## src/rtl/rxf_pkg.sv

```systemverilog
package rxf_pkg;

   // Selection codes for interrupt pin 0
   localparam logic [1:0] P0_WRPULSE  = 2'b01;
   localparam logic [1:0] P0_NOTEMPTY = 2'b10;
   // Selection code for interrupt pin 1
   localparam logic [1:0] P1_FULL     = 2'b01;

   // Event vector indexed by the selection code of a pin
   function automatic logic [3:0] pin_sources(input int pin,
                                               input logic ne,
                                               input logic fl,
                                               input logic wp);
      logic [3:0] v;
      v = 4'b0000;
      if (pin == 0) begin
         v[P0_WRPULSE]  = wp;
         v[P0_NOTEMPTY] = ne;
      end else begin
         v[P1_FULL]     = fl;
      end
      return v;
   endfunction

endpackage

```

## src/rtl/rxf_ptr_ctrl.sv

```systemverilog
module rxf_ptr_ctrl #(
   parameter int DEPTH = 64,
   localparam int AW   = $clog2(DEPTH),
   localparam int CW   = AW + 1
) (
   input  logic          clk,
   input  logic          rst_n,
   input  logic          wr_stb,
   input  logic          rd_stb,
   input  logic          flush,
   output logic          wr_ok,
   output logic          rd_ok,
   output logic          wr_drop,
   output logic [AW-1:0] wptr,
   output logic [AW-1:0] rptr,
   output logic [CW-1:0] cnt
);

   localparam logic [CW-1:0] CNT_FULL = CW'(DEPTH);

   if (DEPTH < 2 || (DEPTH & (DEPTH - 1)) != 0) begin : g_bad_depth
      $error("rxf_ptr_ctrl: DEPTH must be a power of two and at least 2");
   end

   logic is_full, is_empty;
   assign is_full  = (cnt == CNT_FULL);
   assign is_empty = (cnt == '0);

   // Acceptance is judged on the state before the edge
   assign wr_ok   = wr_stb && !flush && !is_full;
   assign rd_ok   = rd_stb && !flush && !is_empty;
   assign wr_drop = wr_stb && !flush && is_full;

   always_ff @(posedge clk or negedge rst_n) begin
      if (!rst_n) begin
         wptr <= '0;
         rptr <= '0;
         cnt  <= '0;
      end else if (flush) begin
         wptr <= '0;
         rptr <= '0;
         cnt  <= '0;
      end else begin
         if (wr_ok) wptr <= wptr + 1'b1;
         if (rd_ok) rptr <= rptr + 1'b1;
         case ({wr_ok, rd_ok})
            2'b10:   cnt <= cnt + 1'b1;
            2'b01:   cnt <= cnt - 1'b1;
            default: cnt <= cnt;
         endcase
      end
   end

   // the write that stores the last entry makes the FIFO full
   a_r3_full_on_last: assert property (@(posedge clk) disable iff (!rst_n)
      (cnt == CNT_FULL - 1'b1) && wr_stb && !rd_stb && !flush |=> cnt == CNT_FULL);

   // a dropped byte does not move the write pointer
   a_r6_drop_keeps_wptr: assert property (@(posedge clk) disable iff (!rst_n)
      wr_drop |=> $stable(wptr));

   // full with both strobes only drains one entry
   a_r11_full_rw: assert property (@(posedge clk) disable iff (!rst_n)
      is_full && wr_stb && rd_stb && !flush |=> cnt == CNT_FULL - 1'b1);

   // an empty read moves nothing
   a_r8_empty_read: assert property (@(posedge clk) disable iff (!rst_n)
      is_empty && rd_stb && !wr_stb && !flush |=> $stable(rptr) && cnt == '0);

   // flush empties the FIFO
   a_r7_flush_empties: assert property (@(posedge clk) disable iff (!rst_n)
      flush |=> cnt == '0);

endmodule

```

## src/rtl/rxf_store.sv

```systemverilog
module rxf_store #(
   parameter int DW    = 8,
   parameter int DEPTH = 64,
   localparam int AW   = $clog2(DEPTH)
) (
   input  logic          clk,
   input  logic          rst_n,
   input  logic          wr_ok,
   input  logic [AW-1:0] wptr,
   input  logic [DW-1:0] din,
   input  logic          rd_ok,
   input  logic [AW-1:0] rptr,
   output logic [DW-1:0] dout
);

   if (DW < 1) begin : g_bad_width
      $error("rxf_store: DW must be positive");
   end

   logic [DW-1:0] mem [DEPTH];

   always_ff @(posedge clk) begin
      if (wr_ok) mem[wptr] <= din;
   end

   always_ff @(posedge clk or negedge rst_n) begin
      if (!rst_n)     dout <= '0;
      else if (rd_ok) dout <= mem[rptr];
   end

   // without an accepted read the host data port holds
   a_r8_dout_hold: assert property (@(posedge clk) disable iff (!rst_n)
      !rd_ok |=> $stable(dout));

endmodule

```

## src/rtl/rxf_status.sv

```systemverilog
module rxf_status (
   input  logic clk,
   input  logic rst_n,
   input  logic wr_ok,
   input  logic wr_drop,
   input  logic flush,
   output logic ovr,
   output logic wr_pulse,
   output logic restart
);

   always_ff @(posedge clk or negedge rst_n) begin
      if (!rst_n) begin
         ovr      <= 1'b0;
         wr_pulse <= 1'b0;
         restart  <= 1'b0;
      end else begin
         restart  <= flush;
         wr_pulse <= wr_ok;
         if (flush)        ovr <= 1'b0;
         else if (wr_drop) ovr <= 1'b1;
      end
   end

   // overflow is sticky until a clear
   a_r6_ovr_sticky: assert property (@(posedge clk) disable iff (!rst_n)
      ovr && !flush |=> ovr);

   // a dropped byte raises overflow
   a_r6_drop_sets_ovr: assert property (@(posedge clk) disable iff (!rst_n)
      wr_drop |=> ovr);

   // the restart pulse follows a clear and nothing else
   a_r7_restart_cause: assert property (@(posedge clk) disable iff (!rst_n)
      $rose(restart) |-> $past(flush));

endmodule

```

## src/rtl/rxf_irq_map.sv

```systemverilog
module rxf_irq_map (
   input  logic [3:0] src,
   input  logic [1:0] sel,
   output logic       irq
);

   always_comb irq = src[sel];

endmodule

```

## src/rtl/rx_byte_fifo_irq.sv

```systemverilog
module rx_byte_fifo_irq #(
   parameter int DW    = 8,
   parameter int DEPTH = 64,
   parameter int NPINS = 2,
   localparam int AW   = $clog2(DEPTH),
   localparam int CW   = AW + 1
) (
   input  logic          clk,
   input  logic          rst_n,
   input  logic          wr_stb,
   input  logic [DW-1:0] wr_data,
   input  logic          rd_stb,
   output logic [DW-1:0] rd_data,
   input  logic          ovr_clr,
   input  logic [1:0]    irq0_sel,
   input  logic [1:0]    irq1_sel,
   output logic          not_empty,
   output logic          full,
   output logic          overflow,
   output logic          restart_match,
   output logic          irq0,
   output logic          irq1
);
   import rxf_pkg::*;

   if (NPINS != 2) begin : g_bad_pins
      $error("rx_byte_fifo_irq: exactly two interrupt pins are supported");
   end

   logic          wr_ok, rd_ok, wr_drop, wr_pulse;
   logic [AW-1:0] wptr, rptr;
   logic [CW-1:0] cnt;

   rxf_ptr_ctrl #(.DEPTH(DEPTH)) i_ptr (
      .clk(clk), .rst_n(rst_n), .wr_stb(wr_stb), .rd_stb(rd_stb),
      .flush(ovr_clr), .wr_ok(wr_ok), .rd_ok(rd_ok), .wr_drop(wr_drop),
      .wptr(wptr), .rptr(rptr), .cnt(cnt)
   );

   rxf_store #(.DW(DW), .DEPTH(DEPTH)) i_store (
      .clk(clk), .rst_n(rst_n), .wr_ok(wr_ok), .wptr(wptr), .din(wr_data),
      .rd_ok(rd_ok), .rptr(rptr), .dout(rd_data)
   );

   rxf_status i_status (
      .clk(clk), .rst_n(rst_n), .wr_ok(wr_ok), .wr_drop(wr_drop),
      .flush(ovr_clr), .ovr(overflow), .wr_pulse(wr_pulse),
      .restart(restart_match)
   );

   assign not_empty = (cnt != '0);
   assign full      = (cnt == CW'(DEPTH));

   logic [1:0] sel_v [NPINS];
   logic       irq_v [NPINS];
   assign sel_v[0] = irq0_sel;
   assign sel_v[1] = irq1_sel;

   for (genvar p = 0; p < NPINS; p++) begin : g_pin
      rxf_irq_map i_map (
         .src(pin_sources(p, not_empty, full, wr_pulse)),
         .sel(sel_v[p]),
         .irq(irq_v[p])
      );
   end

   assign irq0 = irq_v[0];
   assign irq1 = irq_v[1];

   // pin 1 carries full only under its code
   a_r9_irq1_map: assert property (@(posedge clk) disable iff (!rst_n)
      irq1 == ((irq1_sel == P1_FULL) && full));

   // the write pulse on pin 0 follows an accepted byte
   a_r10_irq0_pulse: assert property (@(posedge clk) disable iff (!rst_n)
      (irq0_sel == P0_WRPULSE) && irq0 |-> $past(wr_stb));

   // reserved codes keep pin 0 low
   a_r10_irq0_reserved: assert property (@(posedge clk) disable iff (!rst_n)
      (irq0_sel == 2'b00 || irq0_sel == 2'b11) |-> !irq0);

   // an accepted byte makes the FIFO non-empty
   a_r2_ne_after_write: assert property (@(posedge clk) disable iff (!rst_n)
      wr_stb && !full && !ovr_clr |=> not_empty);

   // a clear resets all flags
   a_r7_clear_flags: assert property (@(posedge clk) disable iff (!rst_n)
      ovr_clr |=> !not_empty && !full && !overflow && restart_match);

endmodule

```

## config.mk

```make
export PLATFORM = sky130hd
export DESIGN_NAME = rx_byte_fifo_irq
export DESIGN_NICKNAME = d
export VERILOG_FILES = /design/src/rtl/rxf_pkg.sv /design/src/rtl/rxf_ptr_ctrl.sv /design/src/rtl/rxf_store.sv /design/src/rtl/rxf_status.sv /design/src/rtl/rxf_irq_map.sv /design/src/rtl/rx_byte_fifo_irq.sv
export SDC_FILE = /design/constraint.sdc
export NUM_CORES = 1
export LEC_CHECK = 0
export ABC_AREA = 1
export ABC_CLOCK_PERIOD_IN_PS = 6600
export BUFFER_PORTS_ARGS = -buffer_cell sky130_fd_sc_hd__buf_2
export CAP_MARGIN = 20
export CORE_ASPECT_RATIO = 0.5
export CORE_UTILIZATION = 50
export DETAILED_ROUTE_END_ITERATION = 10
export PLACE_DENSITY = 0.66
export SLEW_MARGIN = 20
export SYNTH_ARGS = -nofsm -noshare
export SYNTH_HDL_FRONTEND = slang
export SYNTH_SLANG_ARGS = --single-unit
export TNS_END_PERCENT = 5
```

## constraint.sdc

```tcl
create_clock -name clk -period 6.6 [get_ports clk]
set_input_delay 0.66 -clock clk [delete_from_list [all_inputs] [get_ports clk]]
set_output_delay 0.66 -clock clk [all_outputs]
set_load 0.02 [all_outputs]
```

* Yosys cells after proc, flatten, opt, wreduce, memory -nomap -nowiden
Memory sizes are Yosys's and may differ from the RTL's. A register that Yosys moved wholly into a read port is not among the register bits. Index checks and enable logic that the tools add are counted.
Cells by class: add/subtract/negate cells 4, $lt $le $gt $ge 2, equality and inequality tests 3, muxes and demuxes 14, reductions and logical operators 15
Operators with widths (number):
- $mux 6 | 4
- $pmux 7 s2 | 1
- $add 6x1->6 const B | 2
- $add 7x1->7 const B | 1
- $eq 7x7->1 const B | 1
- $logic_not 7->1 | 1
- $mux 7 | 1
- $reduce_bool 7->1 | 1
- $sub 7x1->7 const B | 1
- $lt 2x3->1 const B | 2
- $mux 1 | 6
- $reduce_bool 2->1 | 3
- $logic_and 1x1->1 | 5
- $bmux 1 s2 | 2
- $logic_not 1->1 | 4
- $reduce_bool 3->1 | 1
- $eq 2x1->1 const B | 1
- $eq 2x2->1 const B | 1
Storage, ports and cells: bits in registers 22, RAM bits 512, memories kept 1
Memories:
- i_store.mem | depth 64, bits a word 8, read ports 1, clocked after Yosys merged registers in 1, write ports 1, RTL line rxf_store.sv:20 | logic [DW-1:0] mem [DEPTH];

* Depth between registers and ports, before layout
Gate-level depths: netlist of the first run.
word-level depth 6, gate-level depth with buffers 16, mapped depth without buffers 16

* Hierarchy
From an unflattened synthesis of the first run, not the netlist that was laid out.
Second synthesis, totals: cells, all modules 2002, area total of the unflattened synthesis 22823.1 um^2
By module, submodules not included:
- rxf_store | times used 1, cells an instance 1799, area an instance 21329.2 um^2, seq. area each 15574.9 um^2
- rxf_ptr_ctrl | times used 1, cells an instance 154, area an instance 1237.4 um^2, seq. area each 475.5 um^2
- rxf_irq_map | times used 2, cells an instance 13, area an instance 51.3 um^2, seq. area each 0.0 um^2
- rxf_status | times used 1, cells an instance 5, area an instance 82.6 um^2, seq. area each 75.1 um^2
- rx_byte_fifo_irq | times used 1, cells an instance 18, area an instance 71.3 um^2, seq. area each 0.0 um^2

* Worst setup path before layout of the first run
Ideal clock, no wire load.
path kind input -> register, start point input port ovr_clr, end point memory i_store.mem[63][0], enable pin, setup time 0.386 ns, data arrival time 2.039 ns, required time 6.214 ns, setup slack 4.175 ns, cell stages on the path 9, buffers on the path 0, path through inv_2 -> nand2_1 -> inv_2 -> o21ai_4 -> nor3_2 -> inv_2 -> nor2_1 -> inv_1 -> nor3_1
On the way: longest elaborated chain between the ends 5
Ends and longest elaborated chain:
- start, declared | RTL line rx_byte_fifo_irq.sv:14 | input logic ovr_clr,
- $logic_not 1->1 | RTL line rxf_ptr_ctrl.sv:30 | assign wr_ok = wr_stb && !flush && !is_full;
- $logic_and 1x1->1 (2 in a row) | RTL line rxf_ptr_ctrl.sv:30
- $mux 1 | RTL line rxf_store.sv:23 | if (wr_ok) mem[wptr] <= din;
- $mux 1 (implied by the code) | RTL line rxf_store.sv:23
- end, declared | RTL line rxf_store.sv:20
Every way passes these cells.

* Worst setup path in the final report of the first run
start point register i_ptr.cnt[4], end point memory i_store.mem[19][0], enable pin
On the way: longest elaborated chain between the ends 5
Ends and longest elaborated chain:
- start, declared | RTL line rxf_ptr_ctrl.sv:16 | output logic [CW-1:0] cnt
- start signal, assigned | RTL line rxf_ptr_ctrl.sv:47 | 2'b10: cnt <= cnt + 1'b1;
- start signal, assigned | RTL line rxf_ptr_ctrl.sv:48 | 2'b01: cnt <= cnt - 1'b1;
- start signal, assigned | RTL line rxf_ptr_ctrl.sv:49 | default: cnt <= cnt;
- $eq 7x7->1 | RTL line rxf_ptr_ctrl.sv:26 | assign is_full = (cnt == CNT_FULL);
- $logic_not 1->1 | RTL line rxf_ptr_ctrl.sv:30
- $logic_and 1x1->1 | RTL line rxf_ptr_ctrl.sv:30
- net i_ptr.wr_ok | RTL line rxf_ptr_ctrl.sv:11 | output logic wr_ok,
- $mux 1 | RTL line rxf_store.sv:23
- $mux 1 (implied by the code) | RTL line rxf_store.sv:23
The timed path passes the listed nets, and every way through them passes these cells.

==> run metrics, run 1 <==
Hold Vio Cnt, Final 0; Congestion Overflow GR 0; sequential fraction of the synthesis area 73.2%; power per cell area 368 nW/um^2; Post-Route Skew 16.1 ps; leakage 8.39 nW; Reg clk slew, reported paths 70 ps; post-DR vias/cell 5.74; Async SR Flop Fraction 5.54%; setup_tns 0 ps; top-area cell type share of the netlist area 69.8%; largest net degree at the start of global routing 150; Tot GR Track Use 23.8%; setup repair bufs after CTS 0; nets@finish 1822; Worst Tran Pin Value 1080 ps; Top FF cell, synth edfxtp_1; HPWL Detailed 29700 microns; cts repair resizes 0; core area 42700 sq um; CTS tree done; r2r startpoint i_ptr.cnt[4]; ANT cells 0; Post-DRT Antenna Nets 0; Synth area leaders edfxtp_1 (70%), nand2_1 (5.7%), nor2_1 (4.7%), o21ai_0 (4.5%), dfrtp_1 (3.4%); CTS buffer count 48; hold slack 137 ps; status completed; Hold Buf Count CTS 0; cell count after synthesis 1798; FMAX 305 MHz; # IOs 31; CP startpoint i_ptr.cnt[4]; Post-synth EDFFs 512; Period minus WS final 3280 ps; flops & latches, synth 542; Critical path buffers and inverters 0; vias in the first global route 13100; Startpoint Class register; most frequent cells in the layout edfxtp_1 (512), nand2_1 (331), nor2_1 (275), o21ai_0 (200), a21oi_1 (77); worst min path class in2async; unrepaired setup endpoints after global routing no; CTS root buf clkbuf_16; initial antenna violation count 1; endpoints failing setup 0; clk_lat worst skew 570 ps; post-synth net total 1819; WL per Instance 22.0 microns; gpl congestion 0.861; max_cap viols 0; CP Class reg2reg; Critical Path Sink Type register; Site Rows 53; syn avg cell area 12.3 sq um; Post-Syn Area 22000 sq um; die area 45000 sq um; Setup WS pre-CTS 2980 ps; area leader, netlist edfxtp_1; Placed Cells 2328; layout cells sized above 1 7.57%; Initial DRT Pass Iterations 5; commonest non-fill, non-tap cell in the layout edfxtp_1; drc violations 0; crit-path cells nor2_1, nand2_1, nor2_2, nor2_2, nand4_1, nor2_1; Slowest-stage cell, CP nor2_1; maximum VDD drop 255 uV; Initial Util 51.6%; die span in y 150 microns; Die Wd 299 microns; yosys warns 0; DR iter-0 viols 1541; Final Max Slew Viols 0; Arr. time, crit path 3470 ps; post-synth cell types 35; H-tree levels 2; Port Buffer Count 30; Clock Sinks 542; CP top delay family simple AND/OR/NAND/NOR gates; WL final 53100 microns; final worst-path cycle share 49.7%; Worst Path Required 6800 ps; CP max FO 8; relative slew slack 28.0%; clk buf depth 3; routed vias 13800; Layout area overhead 9.83%; # fillers 3512; final setup slack of the worst path 3320 ps; slowest stage delay, CP 980 ps; filler-free cell count of the finished design 2413; Pwr Total 8.91 mW; first-pass GRT wire length 79900 microns
-- state kept, by name, summed over array words and instances (netlist names) --
name and cells:
i_status.ovr 1, i_status.restart 1, i_store.dout 8, i_ptr.wptr 6, i_ptr.cnt 7, i_ptr.rptr 6, i_status.wr_pulse 1, i_store.mem 512
-- per-stage QoR --
| stage | instance area, sq um | utilization (%) |
|---|---|---|
| 2_1_floorplan | 22000 | - |
| 3_3_place_gp | 22700 | 53.1 |
| 4_1_cts | 24200 | 56.7 |
| 6_report | 24200 | 56.7 |
| 3_5_place_dp | 22700 | 53.1 |
| 5_1_grt | 24200 | 56.7 |
-- worst reg2reg max path: stages, from the launching register on --
cell and delay [ps]:
dfrtp_1 410, nor2_1 80, nand2_1 160, nor2_2 80, nor2_2 270, nand4_1 900, nor2_1 990
-- worst paths after layout --
kind / to / slack [ps] / cells past startpoint
min in group clk: i_status.restart / 280 / 1
max: i_store.mem[19][0] / 3320 / 6
min: i_ptr.cnt[1] / 140 / 1
max in group asynchronous: i_ptr.rptr[0] / 5910 / 1
min reg2reg: i_status.ovr / 500 / 2
max reg2reg: i_store.mem[19][0] / 3320 / 6
-- cells in the mapped netlist (2+ instances only) --
cell      count
buf_4         7
buf_2        33
o21bai_1      2
a21oi_1      77
nand2_2       2
nor2_2        6
mux2i_1      56
o21ai_1       3
a21boi_0      8
inv_1        28
nand2_1     333
buf_1         5
dfrtp_1      30
nand3_1      71
ha_1          4
edfxtp_1    512
inv_2         4
o21ai_0     200
o22ai_1      67
clkinv_1      2
clkbuf_1     53
nor2_1      275
nor3_1        6
nand4_1       3
-- per-layer routing --
layer	wire, microns	global-route usage, %	share of wire [%]	vias up
li1	-	-	-	6446
met1	23300	33.7	44	6796
met2	24600	37.8	46	517
met3	3940	4.76	7.4	84
met4	1230	6.86	2.3	0
met5	0	0	0	-
-- cell families (layout without fill, tap and decap cells) --
logic type,count (synthesis),after routing,synth area share (%)
AOI/OAI and AO/OA,362,362,8.84
xor gates and xnor gates,2,2,0.0795
and+or+nand+nor,700,700,12.6
muxes,56,56,2.54
adders and majority gates,4,4,0.227
buffers and inverters,132,170,2.55
DFF,542,542,73.2
-- final cells by class --
| cell class | instances | area (sq um) | area share [%] |
|---|---|---|---|
| tap | 577 | 722 | 2.98 |
| sequential | 542 | 16100 | 66.6 |
| clock buffer | 71 | 1390 | 5.74 |
| multi-input combinational | 1124 | 5350 | 22.1 |
| clock inverter | 14 | 155 | 0.641 |
| timing repair buffer | 51 | 320 | 1.32 |
| inverter | 34 | 133 | 0.548 |
-- power breakdown --
part / internal [mW] / total [mW] / switching [mW]
sequential: 3.83 / 3.94 / 0.114
combinational: 0.626 / 2.19 / 1.56
clock: 1.57 / 2.78 / 1.21
total: 6.03 / 8.91 / 2.89
Power figures use the tool's default switching activity.
==> run 2: changes to the inputs <==
--- a/config.mk
+++ b/config.mk
@@ -6,7 +6,7 @@
 export NUM_CORES = 1
 export LEC_CHECK = 0
 export ABC_AREA = 1
-export ABC_CLOCK_PERIOD_IN_PS = 6600
+export ABC_CLOCK_PERIOD_IN_PS = 3200
 export BUFFER_PORTS_ARGS = -buffer_cell sky130_fd_sc_hd__buf_2
 export CAP_MARGIN = 20
 export CORE_ASPECT_RATIO = 0.5
==> constraint.sdc (replaced) <==
create_clock -name clk -period 3.2 [get_ports clk]
set_input_delay 0.32 -clock clk [delete_from_list [all_inputs] [get_ports clk]]
set_output_delay 0.32 -clock clk [all_outputs]
set_load 0.02 [all_outputs]
==> run metrics, run 2 (synthesis gave the netlist of run 1 again) <==
status completed (unchanged); # IOs 31 (unchanged); Clock Sinks 542 (unchanged); final worst-path cycle share 90.3%; setup repair bufs after CTS 0 (unchanged); Hold Vio Cnt, Final 0 (unchanged); largest registers i_store.mem x512, i_store.dout x8, i_ptr.cnt x7 (unchanged); Arr. time, crit path 3080 ps (was 3470 ps); Post-Route Skew 14.1 ps (was 16.1 ps); initial antenna violation count 0 (was 1); post-DR vias/cell 5.75 (was 5.74); endpoints failing setup 0 (unchanged); maximum VDD drop 380 uV (was 255 uV); WL final 55700 microns (was 53100 microns); Finished Cell Area 24700 sq um (was 24200 sq um); Reg power frac 44.7% (was 44.2%); Period minus WS final 2890 ps; CP top delay family simple AND/OR/NAND/NOR gates (unchanged); Congestion Overflow GR 0 (unchanged); routed vias 14300 (was 13800); gpl congestion 0.863 (was 0.861); max reg flops 512 (unchanged); drc violations 0 (unchanged); CTS buffer count 47 (was 48); most frequent cells in the layout edfxtp_1 (512), nand2_1 (331), nor2_1 (275), o21ai_0 (200), buf_4 (81) (was edfxtp_1 (512), nand2_1 (331), nor2_1 (275), o21ai_0 (200), a21oi_1 (77)); cts repair resizes 0 (unchanged); Slowest-stage cell, CP nor2_1 (unchanged); crit-path cells dlygate4sd3_1, buf_2, inv_2, nand2_1, inv_2, o21ai_4, nor2_1, nand2_1, nor2_1 (was nor2_1, nand2_1, nor2_2, nor2_2, nand4_1, nor2_1); Reg clk slew, reported paths 70 ps (about the same); Initial DRT Pass Iterations 5 (unchanged); ANT cells 0 (unchanged); setup slack, reg-to-reg 420 ps (was 3320 ps); CP Class in2reg (was reg2reg); largest net degree at the start of global routing 67 (was 150); nets@finish 1894 (was 1822); Gate power share 25.8% (was 24.6%); slowest stage delay, CP 860 ps (was 980 ps); core area 42700 sq um (unchanged); H-tree levels 2 (unchanged); dpl cell area 23300 sq um (was 22700 sq um); die area 45000 sq um (unchanged); Critical path buffers and inverters 4 (was 0); setup_tns 0 ps (unchanged); Critical Path Sink Type register (unchanged); Final Max Slew Viols 0 (unchanged); Int Power 12.2 mW (was 6.03 mW); Clk pwr share 29.4% (was 31.2%); unrepaired setup endpoints after global routing no (unchanged); relative slew slack 27.9% (was 28.0%); Site Rows 53 (unchanged); Hold Buf Count CTS 2 (was 0); Tot GR Track Use 25.0% (was 23.8%); CTS tree done (unchanged); Die Wd 299 microns (unchanged); CP max FO 9 (was 8); DR iter-0 viols 1618 (was 1541); power per cell area 738 nW/um^2 (was 368 nW/um^2); leakage 8.75 nW (was 8.39 nW); CTS root buf clkbuf_16 (unchanged); Worst Tran Pin Value 1080 ps (about the same); Layout area overhead 12.2% (was 9.83%); die span in y 150 microns (unchanged); first-pass GRT wire length 83400 microns (was 79900 microns); max_cap viols 0 (unchanged); Reg with most FFs i_store.mem (unchanged); HPWL Detailed 32800 microns (was 29700 microns); Initial Util 51.6% (unchanged); switching share of power 33.2% (was 32.4%); FMAX 346 MHz; clk buf depth 3 (unchanged); layout cells sized above 1 10.7% (was 7.57%); Post-DRT Antenna Nets 0 (unchanged); clk_lat worst skew 570 ps (about the same); Worst Path Required 3390 ps (was 6800 ps); commonest non-fill, non-tap cell in the layout edfxtp_1 (unchanged); Startpoint Class input pin (was register); WL per Instance 22.4 microns (was 22.0 microns); worst min path class in2reg (was in2async); vias in the first global route 13600 (was 13100); Port Buffer Count 30 (unchanged); Switch Pwr 6.05 mW (was 2.89 mW)
[run 2: final cells by class]
class,instances,area (sq um)
clock buffer,59,1220
clock inverter,24,168
fill,3477,18000
inverter,34,133
multi-input combinational,1124,5350
sequential,542,16100
tap,577,722
timing repair buffer,124,998
[run 2: power by group through the flow]
| stage | Sequential [mW] | Clock [mW] | Combinational, mW |
|---|---|---|---|
| after floorplan | 8.18 | 0 | 3.15 |
| after global placement | 8.31 | 0 | 4.60 |
| after detailed placement | 8.31 | 0 | 4.65 |
| after CTS | 8.16 | 5.44 | 4.67 |
| after global routing | 8.18 | 5.71 | 5.15 |
| final | 8.16 | 5.37 | 4.71 |
[run 2: worst paths after layout]
kind | start | endpoint | cells past startpoint
min in group asynchronous | rst_n | i_ptr.cnt[5] | 2
hold / removal | wr_stb | i_status.ovr | 3
hold reg to reg | i_status.ovr | i_status.ovr | 2
max in group asynchronous | rst_n | i_ptr.rptr[0] | 2
setup / recovery | ovr_clr | i_store.mem[8][5] | 9
setup reg to reg | i_ptr.cnt[3] | i_store.mem[8][5] | 6
[run 2: per-stage QoR]
step	cells	utilization, %	hold WS (ps)	power, mW	setup WS, ps
2_1_floorplan	1798	-	24.4	11.3	1090
3_3_place_gp	2399	54.6	432	12.9	337
3_5_place_dp	2399	54.6	436	13.0	314
4_1_cts	2484	57.9	16.5	18.3	351
5_1_grt	2484	57.9	58.7	19.0	220
6_report	2484	57.9	27.8	18.2	312
[run 2: worst reg2reg max path: cells and delay by family, from the launching register on]
kind            cells  cell delay (ps)
compound gates      1              130
flops               1              440
simple gates        5             1830
[run 2: layer usage]
layer | track usage (%) | vias to the layer above | part of all wire, % | routed length [microns]
li1 | - | 6572 | - | -
met1 | 35.9 | 7041 | 44 | 24300
met2 | 39.0 | 569 | 45 | 25100
met3 | 4.72 | 103 | 8.5 | 4720
met4 | 7.88 | 0 | 2.8 | 1580
met5 | 0 | - | 0 | 0
